[src/rtl/rcs_pkg.sv]
package rcs_pkg;
    localparam int CTRL_W  = 4;
    localparam int CB_SLOW = 0;
    localparam int CB_DSP  = 1;
    localparam int CB_SRAM = 2;
    localparam int CB_EEP  = 3;

    typedef struct packed {
        logic eeprom_en;
        logic sram_en;
        logic dsp_run;
        logic slow_en;
    } ctrl_t;

    function automatic ctrl_t ctrl_from_bits(input logic [CTRL_W-1:0] b);
        ctrl_t c;
        c.slow_en   = b[CB_SLOW];
        c.dsp_run   = b[CB_DSP];
        c.sram_en   = b[CB_SRAM];
        c.eeprom_en = b[CB_EEP];
        return c;
    endfunction
endpackage

[src/rtl/rcs_rel_sync.sv]
module rcs_rel_sync #(
    parameter int STAGES = 2
) (
    input  logic clk,
    input  logic por_n,
    output logic run
);
    typedef struct packed {
        logic [STAGES-1:0] sh;
    } st_t;

    st_t st_d, st_q;

    always_comb begin
        st_d = st_q;
        st_d.sh[0] = 1'b1;
        for (int i = 1; i < STAGES; i++) begin
            st_d.sh[i] = st_q.sh[i-1];
        end
    end

    always_ff @(posedge clk or negedge por_n) begin
        if (!por_n) st_q <= '0;
        else        st_q <= st_d;
    end

    assign run = st_q.sh[STAGES-1];
endmodule

[src/rtl/rcs_ce_gen.sv]
module rcs_ce_gen #(
    parameter int CPU_DIV = 2
) (
    input  logic clk,
    input  logic por_n,
    input  logic run,
    output logic cpu_ce,
    output logic dsp_ce
);
    localparam int PW = (CPU_DIV > 1) ? $clog2(CPU_DIV) : 1;
    localparam logic [PW-1:0] PLAST = PW'(CPU_DIV - 1);

    typedef struct packed {
        logic [PW-1:0] phase;
        logic          ce;
    } st_t;

    st_t st_d, st_q;

    always_comb begin
        st_d = st_q;
        st_d.ce = 1'b0;
        if (run) begin
            if (st_q.phase == '0) st_d.ce = 1'b1;
            st_d.phase = (st_q.phase == PLAST) ? '0 : st_q.phase + 1'b1;
        end
    end

    always_ff @(posedge clk or negedge por_n) begin
        if (!por_n) st_q <= '0;
        else        st_q <= st_d;
    end

    assign cpu_ce = st_q.ce;
    assign dsp_ce = run;
endmodule

[src/rtl/rcs_cpu_rst.sv]
module rcs_cpu_rst #(
    parameter int CNT_W       = 8,
    parameter int HOLD_CYCLES = 128
) (
    input  logic clk,
    input  logic por_n,
    input  logic ce,
    output logic rel,
    output logic oe
);
    localparam logic [CNT_W-1:0] LAST = CNT_W'(HOLD_CYCLES - 1);

    typedef struct packed {
        logic [CNT_W-1:0] cnt;
        logic             rel;
        logic             oe;
    } st_t;

    st_t st_d, st_q;

    always_comb begin
        st_d = st_q;
        if (!st_q.rel && ce) begin
            if (st_q.cnt == LAST) st_d.rel = 1'b1;
            else                  st_d.cnt = st_q.cnt + 1'b1;
        end
        st_d.oe = st_d.rel & st_q.rel;
    end

    always_ff @(posedge clk or negedge por_n) begin
        if (!por_n) st_q <= '0;
        else        st_q <= st_d;
    end

    assign rel = st_q.rel;
    assign oe  = st_q.oe;
endmodule

[src/rtl/rcs_ctrl_regs.sv]
module rcs_ctrl_regs
    import rcs_pkg::*;
(
    input  logic              clk,
    input  logic              por_n,
    input  logic              accept,
    input  logic              wr_en,
    input  logic [CTRL_W-1:0] wr_data,
    output ctrl_t             ctrl,
    output logic              dsp_oe
);
    typedef struct packed {
        ctrl_t ctrl;
        logic  oe;
    } st_t;

    st_t st_d, st_q;

    always_comb begin
        st_d = st_q;
        if (wr_en && accept) st_d.ctrl = ctrl_from_bits(wr_data);
        st_d.oe = st_d.ctrl.dsp_run & st_q.ctrl.dsp_run;
    end

    always_ff @(posedge clk or negedge por_n) begin
        if (!por_n) st_q <= '0;
        else        st_q <= st_d;
    end

    assign ctrl   = st_q.ctrl;
    assign dsp_oe = st_q.oe;
endmodule

[src/rtl/rcs_seq.sv]
module rcs_seq
    import rcs_pkg::*;
#(
    parameter int SYNC_STAGES = 2,
    parameter int CPU_DIV     = 2,
    parameter int CNT_W       = 8,
    parameter int HOLD_CYCLES = 128
) (
    input  logic              clk,
    input  logic              por_n,
    input  logic              wr_en,
    input  logic [CTRL_W-1:0] wr_data,
    output logic              cpu_ce,
    output logic              dsp_ce,
    output logic              slow_gate,
    output logic              cpu_rst_n,
    output logic              dsp_rst_n,
    output logic              rfi_rst_n,
    output logic              cpu_oe,
    output logic              dsp_oe,
    output logic              sram_en,
    output logic              eeprom_en
);
    logic  run;
    logic  cpu_rel;
    ctrl_t ctrl;

    rcs_rel_sync #(.STAGES(SYNC_STAGES)) u_sync (
        .clk   (clk),
        .por_n (por_n),
        .run   (run)
    );

    rcs_ce_gen #(.CPU_DIV(CPU_DIV)) u_ce (
        .clk    (clk),
        .por_n  (por_n),
        .run    (run),
        .cpu_ce (cpu_ce),
        .dsp_ce (dsp_ce)
    );

    rcs_cpu_rst #(.CNT_W(CNT_W), .HOLD_CYCLES(HOLD_CYCLES)) u_cpu (
        .clk   (clk),
        .por_n (por_n),
        .ce    (cpu_ce),
        .rel   (cpu_rel),
        .oe    (cpu_oe)
    );

    rcs_ctrl_regs u_regs (
        .clk     (clk),
        .por_n   (por_n),
        .accept  (cpu_rel),
        .wr_en   (wr_en),
        .wr_data (wr_data),
        .ctrl    (ctrl),
        .dsp_oe  (dsp_oe)
    );

    assign cpu_rst_n = cpu_rel;
    assign dsp_rst_n = ctrl.dsp_run;
    assign rfi_rst_n = por_n & ctrl.dsp_run;
    assign slow_gate = ctrl.slow_en;
    assign sram_en   = ctrl.sram_en;
    assign eeprom_en = ctrl.eeprom_en;
endmodule

[config.mk]
export PLATFORM = sky130hd
export DESIGN_NAME = rcs_seq
export DESIGN_NICKNAME = d
export VERILOG_FILES = /design/src/rtl/rcs_pkg.sv /design/src/rtl/rcs_rel_sync.sv /design/src/rtl/rcs_ce_gen.sv /design/src/rtl/rcs_cpu_rst.sv /design/src/rtl/rcs_ctrl_regs.sv /design/src/rtl/rcs_seq.sv
export SDC_FILE = /design/constraint.sdc
export NUM_CORES = 1
export LEC_CHECK = 0
export BUFFER_PORTS_ARGS = -buffer_cell sky130_fd_sc_hd__buf_4
export CORE_MARGIN = 2
export CORE_UTILIZATION = 54
export CTS_BUF_LIST = sky130_fd_sc_hd__clkbuf_4
export DETAILED_ROUTE_END_ITERATION = 10
export PLACE_DENSITY = 0.79
export RECOVER_POWER = 25
export SYNTH_ARGS = -nofsm -noshare
export SYNTH_HDL_FRONTEND = slang
export SYNTH_SLANG_ARGS = --single-unit
[constraint.sdc]
create_clock -name clk -period 2.05 [get_ports clk]
set_clock_uncertainty 0.1 [all_clocks]
set_input_delay 0.3075 -clock clk [delete_from_list [all_inputs] [get_ports clk]]
set_output_delay 0.3075 -clock clk [all_outputs]
set_load 0.02 [all_outputs]
==> results of run 1 <==
power groups by stage:
stage | logic [mW] | registers (mW) | clock network [mW]
6_report | 0.173 | 0.539 | 0.188
5_1_grt | 0.198 | 0.550 | 0.212
4_1_cts | 0.180 | 0.540 | 0.199
3_5_place_dp | 0.177 | 0.548 | 0
3_3_place_gp | 0.165 | 0.539 | 0
2_1_floorplan | 0.116 | 0.536 | 0
per-layer routing:
metal,vias to the layer above,global-route usage,share of wire
met1,257,0.201,0.45
met2,9,0.255,0.51
met5,-,0,0
li1,242,-,-
met4,0,0.0875,0.0098
met3,2,0.0259,0.029
sequential cells by signal, indices dropped and copies added, names as in the netlist:
| name | cells |
|---|---|
| u_cpu.rel | 1 |
| u_cpu.oe | 1 |
| u_sync.st_q | 2 |
| u_ce.cpu_ce | 1 |
| u_regs.ctrl | 4 |
| u_regs.dsp_oe | 1 |
| u_ce.st_q | 1 |
| u_cpu.st_q | 8 |
placed cells by master, fill, tap and decap left out, types with 2 or more instances in the layout:
master / count
clkbuf_4: 4
xnor2_1: 3
dfrtp_1: 19
buf_4: 16
nor2_1: 2
mux2_2: 4
nand2_1: 3
nor2b_1: 3
inv_1: 2
mux2_1: 4
final timing paths:
kind | to | start | slack [ps]
max | rfi_rst_n | por_n | 240
min | u_regs.dsp_oe$_DFF_PN0_ | wr_data[1] | 150
max reg2reg | u_cpu.st_q[3]$_DFFE_PN0P_ | u_cpu.st_q[2]$_DFFE_PN0P_ | 490
min reg2reg | u_sync.st_q[1]$_DFF_PN0_ | u_sync.st_q[0]$_DFF_PN0_ | 260
max in group asynchronous | u_cpu.st_q[2]$_DFFE_PN0P_ | por_n | 1330
min in group asynchronous | u_cpu.st_q[4]$_DFFE_PN0P_ | por_n | 330
kinds of logic after synthesis:
group | after synthesis | share of synthesized area
adders and majority gates | 1 | 0.0156
and+or+nand+nor | 16 | 0.144
buffers and inverters | 3 | 0.0141
AOI/OAI and AO/OA | 6 | 0.0516
xor gates and xnor gates | 4 | 0.0438
other | 1 | 0.00469
DFF | 19 | 0.595
muxes | 9 | 0.131
worst max-delay path: stages:
cell and delay (ps):
dlygate4sd3_1 540, buf_4 220, and2_1 180, buf_4 150
timing repair:
action                     in CTS  in global routing
setup endpoints to repair       0                  0
hold buffers                    1                  0
hold endpoints to repair       19                  0
final cells by class:
type | count | area (sq um)
clock buffers | 4 | 30.0
fillers | 97 | 375
inverters | 2 | 7.51
multi-input cells | 37 | 313
flip-flops and latches | 19 | 475
well taps | 15 | 18.8
repair buffers | 17 | 130
==> out/qor.yml, run 1 <==
port_buffers: 16
clock_power_share: 0.209
dieHeight_um: 42.5
firstDrtPassIters: 3
combPwrFrac: 0.192
overflow: 0
synthTopCellsByArea: "dfrtp_1 (59%), mux2_1 (5.6%), mux2_2 (5.6%)"
min_delay_path_depth: 2
worstPathArrival_ps: 1400
p_int_uw: 634
avgViaCountPerCell: 5.43
dp.cells: 89
finalWirelength_mm: 1.22
synthCells: 59
finalSetupTns_ps: 0
hold_class: "input port to flip-flop"
clk_latency_ps: 280
timing.hold.ws_ps: 147
cts_buffer_depth: 2
timing.final.ws_setup_ps: 244
cp-start-kind: "input port"
cellLeakagePower_nw: 0.477
min_period_over_period: 0.881
drive_gt1_frac: 0.354
final_hold_viol_count: 0
yosys.area.top_type: "dfrtp_1"
power_uw: 900
yosys_warnings: 0
htree_levels: 1
cts_buffers: 3
rsz0062_at_grt: "no"
dpl.hpwl_um: 942
synth_commonest_cells: "dfrtp_1 (19), mux2_1 (4), mux2_2 (4)"
grt_pass1_vias: 543
switchingPower_uw: 267
synth_edf_count: 0
synth_area_sq_um: 800
drc_errors: 0
route.detailed.wl_per_inst_um: 13.0
cts_resized: 0
cts_tree: "done"
drtIter0Drc: 3
fmax_ghz: 0.554
finalMaxSlewViolations: 0
placed_area_sq_um: 935
cts_root_buf: "clkbuf_4"
grt_pass1_wl_mm: 2.14
endpoint_kind: "output port"
clkSinkCount: 19
r2r.worst_path.cells: 4
synth-seq-cells: 19
dp_slack_ps: 511
synthArstFlopShare: 1.00
ys_types: 27
yosysMostFrequentCell: "dfrtp_1"
gp_congestion: 0.790
powerDensity_mw_per_mm2: 923
synth_area_per_cell_sq_um: 13.6
syn-num-nets: 67
die-area_sq_mm: 0.00180
placement_rows: 13
syn_to_final_growth_pct: 21.9
crit_type: "input port to output port"
setup_viol: 0
final_core_util: 0.722
worstPathMaxFanout: 20
period_minus_slack_ps: 1810
clk_pin_slew_ps: 100
required_ps: 1640
n_antenna_cell: 0
netlist.area_leader.share: 0.595
status: "finished clean"
die_w_um: 42.5
synthFlopType: "dfrtp_1"
switching_share: 0.296
io_pins: 17
start_util: 0.592
yosysSeqAreaShare: 0.595
core_sq_mm: 0.00135
grt_max_degree: 21
vdd_drop_max_mv: 0.667
vias: 510
design_area_sq_um: 975
grt_use_total: 0.158
stdcell_count: 94
final_antenna_net_count: 0
cap_violations: 0
fin_nets: 88
antenna_found_initial: 0
cts_setup_buffers: 0
power_frac_seq: 0.599
Power figures use the tool's default switching activity.
==> inputs of run 2 (changes only) <==
BUFFER_PORTS_ARGS = -buffer_cell sky130_fd_sc_hd__buf_2   (was -buffer_cell sky130_fd_sc_hd__buf_4)
==> out/qor.yml, run 2 (synthesis gave the netlist of run 1 again) <==
status: "finished clean"  # unchanged
final_core_util: 0.694  # was 0.722
overflow: 0  # unchanged
vias: 491  # was 510
dp.cells: 90  # was 89
fmax_ghz: 0.600  # was 0.554 GHz
dr.max_layer_used: "met4"  # unchanged
largest_reg_flops: 8  # unchanged
cap_violations: 0  # unchanged
crit_type: "input port to output port"  # unchanged
min_period_over_period: 0.813  # was 0.881
dp_slack_ps: 522  # was 511 ps
r2r-start: "u_cpu.st_q[2]$_DFFE_PN0P_"  # unchanged
drive_gt1_frac: 0.338  # was 0.354
cts_tree: "done"  # unchanged
critPathLaunch: "por_n"  # unchanged
wl_met2_um: 579  # was 627 um
seq_area_sq_um: 475  # unchanged
n_antenna_cell: 0  # unchanged
finalWirelength_mm: 1.17  # was 1.22 mm
max_slew_margin: 0.350
worstPathArrival_ps: 1260  # was 1400 ps
clkSinkCount: 19  # unchanged
final_cell_mix: "dfrtp_1 (19), buf_2 (15), mux2_2 (4), mux2_1 (4), clkbuf_4 (4)"  # was dfrtp_1 (19), buf_4 (16), mux2_2 (4), mux2_1 (4), clkbuf_4 (4)
largest_register: "u_cpu.st_q"  # unchanged
grt_pass1_vias: 508  # was 543
core_sq_mm: 0.00135  # unchanged
firstDrtPassIters: 1  # was 3
dpl.hpwl_um: 899  # was 942 um
avgViaCountPerCell: 5.17  # was 5.43
drtIter0Drc: 0  # was 3
grt_pass1_wl_mm: 2.22  # was 2.14 mm
fillers: 108  # was 97
min_delay_path_depth: 2  # unchanged
cts_root_buf: "clkbuf_4"  # unchanged
drc_errors: 0  # unchanged
io_pins: 17  # unchanged
route.detailed.wl_per_inst_um: 12.3  # was 13.0 um
multi_input_area_sq_um: 313  # unchanged
endpoint_kind: "output port"  # unchanged
worstPathMaxFanout: 2  # was 20
die_w_um: 42.5  # unchanged
tightestPinTransition_ps: 975
final_common_cell: "dfrtp_1"  # unchanged
syn_to_final_growth_pct: 17.2  # was 21.9%
dieHeight_um: 42.5  # unchanged
cp-start-kind: "input port"  # unchanged
crit_chain: "dlygate4sd3_1 -> clkbuf_1 -> and2_1 -> buf_2"  # was dlygate4sd3_1 -> buf_4 -> and2_1 -> buf_4
timing.hold.ws_ps: 147  # about the same
hold_class: "input port to flip-flop"  # unchanged
grt_use_total: 0.162  # was 0.158
port_buffers: 16  # unchanged
dr_wl_met3_um: 36  # was 35 um
cts_resized: 0  # unchanged
vdd_drop_max_mv: 0.633  # was 0.667 mV
start_util: 0.592  # unchanged
gp_congestion: 0.730  # was 0.790
timing.final.ws_setup_ps: 384  # was 244 ps
cts_buffers: 3  # unchanged
r2r.worst_path.cells: 4  # unchanged
wl_met1_um: 542  # was 543 um
final_antenna_net_count: 0  # unchanged
worstHoldStart: "wr_data[3]"  # was wr_data[1]
r2r_slack_ps: 510  # was 490 ps
grt_max_degree: 20  # was 21
required_ps: 1640  # about the same
rsz0062_at_grt: "no"  # unchanged
setup_viol: 0  # unchanged
cp_slowest_cell: "dlygate4sd3_1"  # unchanged
stdcell_count: 95  # was 94
cpPeakStageDelay_ps: 530  # was 540 ps
period_minus_slack_ps: 1670  # was 1810 ps
fin_nets: 89  # was 88
finalMaxSlewViolations: 0  # unchanged
clk_latency_ps: 280  # about the same
placement_rows: 13  # unchanged
die-area_sq_mm: 0.00180  # unchanged
final_hold_viol_count: 0  # unchanged
cellLeakagePower_nw: 0.470  # was 0.477 nW
htree_levels: 1  # unchanged
clk_pin_slew_ps: 100  # about the same
antenna_found_initial: 0  # unchanged
cts_buffer_depth: 2  # unchanged
finalSetupTns_ps: 0  # unchanged
powerDensity_mw_per_mm2: 950  # was 923 mW/mm^2
run 2: cell types whose count changed in the layout (fill, tap and decap cells not counted), sizes merged:
| cell | change |
|---|---|
| clkbuf | +2 |
| buf | -1 |
run 2: path summary, 6_finish.rpt:
check / to
max: rfi_rst_n
min: u_regs.ctrl[3]$_DFFE_PN0N_
max reg2reg: u_cpu.st_q[3]$_DFFE_PN0P_
min reg2reg: u_sync.st_q[1]$_DFF_PN0_
max in group asynchronous: u_cpu.st_q[2]$_DFFE_PN0P_
min in group asynchronous: u_regs.ctrl[0]$_DFFE_PN0N_
run 2: area by class of cell:
| class | instances | area share |
|---|---|---|
| well taps | 15 | 0.0200 |
| multi-input cells | 37 | 0.334 |
| inverters | 2 | 0.00801 |
| repair buffers | 18 | 0.0988 |
| clock buffers | 4 | 0.0320 |
| flip-flops and latches | 19 | 0.507 |
run 2: stage by stage:
stage / instance area, sq um / power (mW)
floorplan: 800 / 0.652
global placement: 902 / 0.696
detailed placement: 902 / 0.711
CTS: 942 / 0.905
global route: 937 / 0.950
finish: 937 / 0.890
run 2: power breakdown:
part | switching [mW] | internal (mW)
clock network | 0.101 | 0.0887
registers | 0.0865 | 0.448
logic | 0.0757 | 0.0900
total | 0.263 | 0.627
run 2: metal layers:
metal	GRT usage	vias to the layer above
li1	-	247
met1	0.217	233
met2	0.265	9
met3	0.0259	2
met4	0.0563	0
met5	0	-
run 2: critical path, delay by kind of cell:
kind	cells	cell delay [ps]
simple gates	1	150
buf+inv	3	800
run 2: what timing repair did:
action / in CTS / in global routing
setup buffers: 0 / 0
endpoints found under the hold margin: 19 / 0
endpoints found under the setup margin: 0 / 0
hold buffers: 1 / 0
